`config.mk`:
```
export PLATFORM = sky130hd
export DESIGN_NAME = cmp_outsafe
export DESIGN_NICKNAME = d
export VERILOG_FILES = /design/src/rtl/outsafe_pkg.sv /design/src/rtl/outsafe_cfg.sv /design/src/rtl/outsafe_trip.sv /design/src/rtl/outsafe_pin.sv /design/src/rtl/cmp_outsafe.sv
export SDC_FILE = /design/constraint.sdc
export NUM_CORES = 1
export LEC_CHECK = 0
export BUFFER_PORTS_ARGS = -buffer_cell sky130_fd_sc_hd__buf_2
export CAP_MARGIN = 20
export CORE_MARGIN = 2
export CORE_UTILIZATION = 45
export CTS_CLUSTER_DIAMETER = 200
export DETAILED_ROUTE_END_ITERATION = 12
export GPL_ROUTABILITY_DRIVEN = 0
export PLACE_DENSITY = 0.76
export SKIP_LAST_GASP = 1
export SYNTH_ARGS = -nofsm -noshare
export SYNTH_HDL_FRONTEND = slang
export SYNTH_SLANG_ARGS = --single-unit
```
`constraint.sdc`:
```
create_clock -name clk -period 1.72 [get_ports clk]
set_clock_uncertainty 0.2 [all_clocks]
set_input_delay 0.344 -clock clk [delete_from_list [all_inputs] [get_ports clk]]
set_output_delay 0.344 -clock clk [all_outputs]
set_load 0.02 [all_outputs]
```
`src/rtl/outsafe_pkg.sv`:
```
package outsafe_pkg;

  typedef enum logic [1:0] {
    SAFE_IDLE = 2'b00,
    SAFE_TRI  = 2'b01,
    SAFE_LO   = 2'b10,
    SAFE_HI   = 2'b11
  } safe_sel_e;

  localparam int NPAIR = 2;

  // Returns {output_enable, value} for one pin held in shutdown.
  function automatic logic [1:0] safe_drive(safe_sel_e sel, logic held,
                                            logic idle, logic db_ok);
    logic [1:0] r;
    unique case (sel)
      SAFE_HI:   r = 2'b11;
      SAFE_LO:   r = 2'b10;
      SAFE_TRI:  r = 2'b00;
      default:   r = {1'b1, (db_ok ? idle : held)};
    endcase
    return r;
  endfunction

  // Pair index that drives pin idx: even pins use pair 0, odd pins use pair 1.
  function automatic int pair_of(int idx);
    return idx % NPAIR;
  endfunction

endpackage

```
`src/rtl/outsafe_cfg.sv`:
```
module outsafe_cfg
  import outsafe_pkg::*;
#(
  parameter int NP = NPAIR
) (
  input  logic                  clk,
  input  logic                  rst_n,
  input  logic                  we,
  input  logic                  autorst_wr,
  input  logic [NP-1:0][1:0]    sel_wr,
  output logic                  autorst,
  output logic [NP-1:0][1:0]    sel
);

  always_ff @(posedge clk or negedge rst_n) begin
    if (!rst_n)  autorst <= 1'b0;
    else if (we) autorst <= autorst_wr;
  end

  for (genvar p = 0; p < NP; p++) begin : g_pair
    always_ff @(posedge clk or negedge rst_n) begin
      if (!rst_n)  sel[p] <= SAFE_TRI;
      else if (we) sel[p] <= sel_wr[p];
    end
  end

endmodule

```
`src/rtl/outsafe_trip.sv`:
```
module outsafe_trip (
  input  logic clk,
  input  logic rst_n,
  input  logic trip_in,
  input  logic cfg_we,
  input  logic cfg_stat,
  input  logic autorst,
  input  logic wave_in,
  input  logic db_done,
  output logic stat_q,
  output logic shut_q,
  output logic db_seen_q,
  output logic wave_rise,
  output logic auto_clr,
  output logic release_ev
);

  logic wave_q;
  logic stat_d;
  logic shut_d;

  assign wave_rise = wave_in & ~wave_q;
  assign auto_clr  = autorst & stat_q & ~trip_in & ~cfg_we;

  // Event beats a software write, which beats the automatic clear.
  always_comb begin
    if (trip_in)       stat_d = 1'b1;
    else if (cfg_we)   stat_d = cfg_stat;
    else if (auto_clr) stat_d = 1'b0;
    else               stat_d = stat_q;
  end

  assign shut_d     = stat_d | (shut_q & ~wave_rise);
  assign release_ev = shut_q & ~shut_d;

  always_ff @(posedge clk or negedge rst_n) begin
    if (!rst_n) begin
      stat_q    <= 1'b0;
      shut_q    <= 1'b0;
      wave_q    <= 1'b0;
      db_seen_q <= 1'b0;
    end else begin
      stat_q <= stat_d;
      shut_q <= shut_d;
      wave_q <= wave_in;
      if (!shut_q)      db_seen_q <= 1'b0;
      else if (db_done) db_seen_q <= 1'b1;
    end
  end

endmodule

```
`src/rtl/outsafe_pin.sv`:
```
module outsafe_pin
  import outsafe_pkg::*;
(
  input  logic       clk,
  input  logic       rst_n,
  input  logic       shut,
  input  logic       db_ok,
  input  logic [1:0] sel,
  input  logic       drv,
  input  logic       idle,
  output logic       pin,
  output logic       oe
);

  logic frz_q;

  // Tracks the last normally driven value; frozen while in shutdown.
  always_ff @(posedge clk or negedge rst_n) begin
    if (!rst_n)     frz_q <= 1'b0;
    else if (!shut) frz_q <= drv;
  end

  always_comb begin
    if (shut) {oe, pin} = safe_drive(safe_sel_e'(sel), frz_q, idle, db_ok);
    else      {oe, pin} = {1'b1, drv};
  end

endmodule

```
`src/rtl/cmp_outsafe.sv`:
```
module cmp_outsafe
  import outsafe_pkg::*;
#(
  parameter int NPIN = 4
) (
  input  logic            clk,
  input  logic            rst_n,
  input  logic            cfg_we,
  input  logic            cfg_stat,
  input  logic            cfg_autorst,
  input  logic [1:0]      cfg_sel_ac,
  input  logic [1:0]      cfg_sel_bd,
  input  logic            trip_in,
  input  logic            wave_in,
  input  logic [NPIN-1:0] drv_in,
  input  logic [NPIN-1:0] idle_lvl,
  input  logic            db_done,
  output logic            stat_o,
  output logic [NPIN-1:0] pin_o,
  output logic [NPIN-1:0] oe_o
);

  logic                  autorst_w;
  logic [NPAIR-1:0][1:0] sel_w;
  logic                  shut_w;
  logic                  db_seen_w;
  logic                  wave_rise_w;
  logic                  auto_clr_w;
  logic                  release_w;

  outsafe_cfg #(.NP(NPAIR)) u_cfg (
    .clk        (clk),
    .rst_n      (rst_n),
    .we         (cfg_we),
    .autorst_wr (cfg_autorst),
    .sel_wr     ({cfg_sel_bd, cfg_sel_ac}),
    .autorst    (autorst_w),
    .sel        (sel_w)
  );

  outsafe_trip u_trip (
    .clk        (clk),
    .rst_n      (rst_n),
    .trip_in    (trip_in),
    .cfg_we     (cfg_we),
    .cfg_stat   (cfg_stat),
    .autorst    (autorst_w),
    .wave_in    (wave_in),
    .db_done    (db_done),
    .stat_q     (stat_o),
    .shut_q     (shut_w),
    .db_seen_q  (db_seen_w),
    .wave_rise  (wave_rise_w),
    .auto_clr   (auto_clr_w),
    .release_ev (release_w)
  );

  for (genvar i = 0; i < NPIN; i++) begin : g_pin
    outsafe_pin u_pin (
      .clk   (clk),
      .rst_n (rst_n),
      .shut  (shut_w),
      .db_ok (db_seen_w),
      .sel   (sel_w[pair_of(i)]),
      .drv   (drv_in[i]),
      .idle  (idle_lvl[i]),
      .pin   (pin_o[i]),
      .oe    (oe_o[i])
    );
  end

endmodule

```
After elaboration in Yosys (flattened, before gate mapping)
Cells that the tools add are included.
{ "word_totals": {"register_bits": 13, "input_bits": 20, "output_inout_bits": 9, "elab_cells": 49} }
{ "op_classes": {"n_eq_ne": 7, "bitwise_logic": 10, "mux": 21} }
{ "op_table": {"columns": ["op", "count"], "rows": [
  ["$pmux W2 S3", 4],
  ["$mux W1", 17],
  ["$eq A2 B2 Y1 const B", 4],
  ["$and A1 B1 Y1", 5],
  ["$eq A2 B1 Y1 const B", 2],
  ["$not A1 Y1", 4],
  ["$ne A2 B2 Y1 const B", 1],
  ["$or A1 B1 Y1", 1]
]} }

Depth between registers and ports, before layout
{ "depth": {"word_depth": 7, "depth_mapped": 4, "ltp_nobuf": 2} }

By module
Synthesis repeated with hierarchy kept, for this count alone.
{ "unflattened": {"hier_cells": 56, "hier_area_um2": 655.6} }
{ "by_module_without_submodules": {"columns": ["module", "n_inst", "cells_each", "seq_area_each_um2", "area_per_inst_um2"], "rows": [
  ["outsafe_pin", 4, 8, 25.0, 73.8],
  ["outsafe_cfg", 1, 10, 127.6, 183.9],
  ["outsafe_trip", 1, 14, 100.1, 176.4]
]} }

Least setup slack after synthesis
OpenSTA, ideal clock, no wires.
{ "synth_path": {"path_type": "register to output", "start": "register u_cfg.sel[3] (netlist bit)", "end": "output port pin_o[3]", "t_required_ns": 1.176, "setup_slack_ns": 0.097, "stages_incl_launch_ff": 4, "n_path_buf": 1, "arrival_ns": 1.079, "path_cell_list": "dfrtp_1 > or3b_1 > o211ai_1 > buf_4"} }
{ "synth_between": {"elab_chain_len": 3, "word_cells_on_any_way": 5, "cone_classes": "3 x eq/ne; 2 x mux"} }
{ "synth_rtl": {"columns": ["element", "line_no", "rtl"], "rows": [
  ["start, declared", "outsafe_cfg.sv:12", "output logic [NP-1:0][1:0] sel"],
  ["start signal, assigned by index", "outsafe_cfg.sv:23", "else if (we) sel[p] <= sel_wr[p];"],
  ["$eq A2 B1 Y1 or $eq A2 B2 Y1 (tied branches)", "outsafe_pkg.sv:16", "unique case (sel)"],
  ["$pmux W2 S3 (*)", "outsafe_pkg.sv:16", null],
  ["$mux W1 (*)", "outsafe_pin.sv:24", "if (shut) {oe, pin} = safe_drive(safe_sel_e'(sel), frz_q, idle, db_ok);"],
  ["end, declared", "cmp_outsafe.sv:19", "output logic [NPIN-1:0] pin_o,"]
]} }
Every way passes the cells marked *; elsewhere a longest branch is shown, timed or not.

Final worst setup path
{ "layout_path": {"start": "register u_trip.shut_q", "end": "output port pin_o[2]"} }
{ "layout_between": {"elab_chain_len": 1} }
{ "layout_rtl": {"columns": ["element", "line_no", "rtl"], "rows": [
  ["start, declared", "outsafe_trip.sv:11", "output logic shut_q,"],
  ["start signal, assigned", "outsafe_trip.sv:44", "shut_q <= shut_d;"],
  ["$mux W1", "outsafe_pin.sv:24", null]
]} }
Every way passes these cells.

==> results.json <==
{
  "status": "finished with violations",
  "violations": "setup timing",
  "avgViaCountPerCell": 5.02,
  "yosys-top-cells-area": "dfrtp_1, buf_4, mux2_1",
  "cts_tree": "built",
  "core_area_um2": 1350,
  "irDropWorstVdd_v": 0.000519,
  "relSlewSlack_pct": 80.8,
  "htree_levels": 1,
  "synth_fa_ha_area_share_pct": 0,
  "dp_cells": 97,
  "finalInstanceArea_um2": 906,
  "worstPathArrival_ns": 1.41,
  "finalCritPeriodShare_pct": 114,
  "rr_startpoint": "u_trip.shut_q",
  "place_area_um2": 785,
  "die_w_um": 42.5,
  "n_fill_cell": 109,
  "start_kind": "register",
  "cts_buffer_depth": 2,
  "place_hpwl_um": 959,
  "yosysTopAreaCell": "dfrtp_1",
  "syn_area_per_cell_um2": 11.0,
  "worstMarginPinSlew_ns": 0.287,
  "numPortBuffers": 28,
  "r2r_slack_ns": 0.55,
  "synth_compound_area_share_pct": 8.05,
  "grt_max_degree": 14,
  "ff_latch_area_um2": 328,
  "synth_xor_area_share_pct": 0,
  "critPathCaptureType": "primary output",
  "synth_mux_area_share_pct": 14.4,
  "layout_commonest_cell": "buf_2",
  "die_y_um": 42.5,
  "p_leak_uw": 0.000477,
  "initial_core_util_pct": 49.5,
  "drt_iter0_markers": 6,
  "multiInputGateArea_um2": 293,
  "grt_pass1_wl_um": 2210,
  "drc": 0,
  "antenna_found_initial": 0,
  "synth_top_area_share_pct": 41.2,
  "synthDistinctLibCells": 18,
  "hold_viol_final": 0,
  "cts_made_buffers": 3,
  "setup_viol": 8,
  "fin_crit_ns": 1.95,
  "gr-total-overflow": 0,
  "ys_warn_count": 0,
  "globalRouteTotalUtil_pct": 16.7,
  "crit_end": "pin_o[2]",
  "worstRegToRegCells": 4,
  "ant_nets": 0,
  "syn_nets": 81,
  "vias": 527,
  "synthSimpleGateAreaFrac_pct": 17.6,
  "ios": 29,
  "fmax_ghz": 0.512,
  "syn-cell-area_um2": 668,
  "worst_slack_ns": -0.233,
  "worstPathRequired_ns": 1.18,
  "clk_pin_slew_worst_paths_ns": 0.08,
  "area_growth_pct": 35.6,
  "grt_pass1_vias": 545,
  "cts_root_buf": "clkbuf_4",
  "wl_per_cell_um": 12.0,
  "layout_common_cells": "buf_2, dfrtp_1, buf_4, nand2_1, mux2_1",
  "cap_viol_max_count": 0,
  "fin_nets": 111,
  "hold_class": "primary input to register",
  "ys_ff_latch": 13,
  "synthCells": 61,
  "drive_above_1_share_pct": 47.8,
  "rsz0062_at_grt": "true",
  "clk_latency_ns": 0.27,
  "crit_fanout": 4,
  "synth_top_family_by_area": "simple AND/OR/NAND/NOR gates",
  "final_cells": 105,
  "startpoint": "u_trip.shut_q",
  "p_total_uw": 795,
  "crit_type": "register to primary output",
  "setup_tns_ns": -1.13,
  "maxSlewViolCount": 0,
  "die-area_um2": 1810,
  "diodes": 0,
  "cts.sinks": 13,
  "r2r-end": "g_pin[0].u_pin.frz_q",
  "row_count": 13,
  "yosysSeqAreaShare_pct": 49.1,
  "firstDrtPassIters": 2,
  "wl_um": 1260,
  "power.density_nw_per_um2": 878
}
==> registers in the layout (all words and copies together) (netlist names) <==
signal / count
u_trip.shut_q: 1
u_cfg.autorst: 1
u_trip.db_seen_q: 1
u_trip.wave_q: 1
u_cfg.sel: 4
g_pin.u_pin.frz_q: 4
u_trip.stat_q: 1
==> per-stage QoR <==
| step | worst slack (ns) | utilization [%] | hold WS, ns |
|---|---|---|---|
| CTS | -0.264 | 65.1 | 0.0605 |
| global placement | 0.0590 | 58.1 | 0.0416 |
| finish | -0.233 | 67.1 | 0.0659 |
| global route | -0.327 | 67.1 | 0.0565 |
| floorplan | 0.0973 | - | -0.152 |
| detailed placement | 0.00418 | 58.1 | 0.0464 |
==> how the worst min path moves through the flow <==
stage             from              endpoint  slack [ns]  depth (start not counted)
3_3_place_gp     rst_n      u_trip.db_seen_q        0.04                          1
6_report       db_done      u_trip.db_seen_q        0.07                          2
2_1_floorplan    rst_n  g_pin[0].u_pin.frz_q       -0.15                          0
3_5_place_dp     rst_n      u_trip.db_seen_q        0.05                          1
4_1_cts        db_done      u_trip.db_seen_q        0.06                          2
5_1_grt        db_done      u_trip.db_seen_q        0.06                          2
==> final cells by class <==
type / instances / share of cell area, %
clock buffers: 4 / 2.90
multi-input cells: 37 / 32.3
flip-flops and latches: 13 / 36.2
well taps: 15 / 2.07
repair buffers: 36 / 26.5
==> routing by layer <==
layer	vias up	share of wire (%)	global-route usage, %
met5	-	0	0
li1	264	-	-
met3	0	5.9	5.17
met4	0	0	5.63
met1	243	43	20.3
met2	20	52	27.7
==> power breakdown <==
group          switching (µW)  internal (µW)
Combinational             108            122
Sequential               27.1            351
Clock                    96.3           89.8
Total                     231            564
==> critical path, stage by stage (launching register included) <==
cell and delay (ns):
dfrtp_1 0.39, or3b_4 0.40, o211ai_1 0.18, buf_4 0.17
==> synth_stat cells <==
library cell / n
nand3_1: 2
buf_4: 8
a211o_1: 1
or3b_1: 2
mux2_1: 5
o21a_1: 1
or2_1: 1
nand3b_1: 2
dfrtp_1: 11
nand2b_1: 5
nand2_1: 8
o211ai_1: 4
a21o_1: 1
mux2i_1: 4
buf_2: 1
dfstp_2: 2
nor3b_1: 1
clkbuf_1: 2
==> repair_timing <==
item	CTS	global route
resized for setup	7	9
pin swaps	3	1
buffers inserted	2	0
cloned	0	0
setup endpoints to repair	4	8
endpoints found under the hold margin	12	0
hold buffers	2	0
==> logic make-up after synthesis <==
logic type	Yosys count
simple gates	21
compound gates	7
buf+inv	11
mux	9
flops	13
No activity file was read; power rests on OpenSTA's default activity.
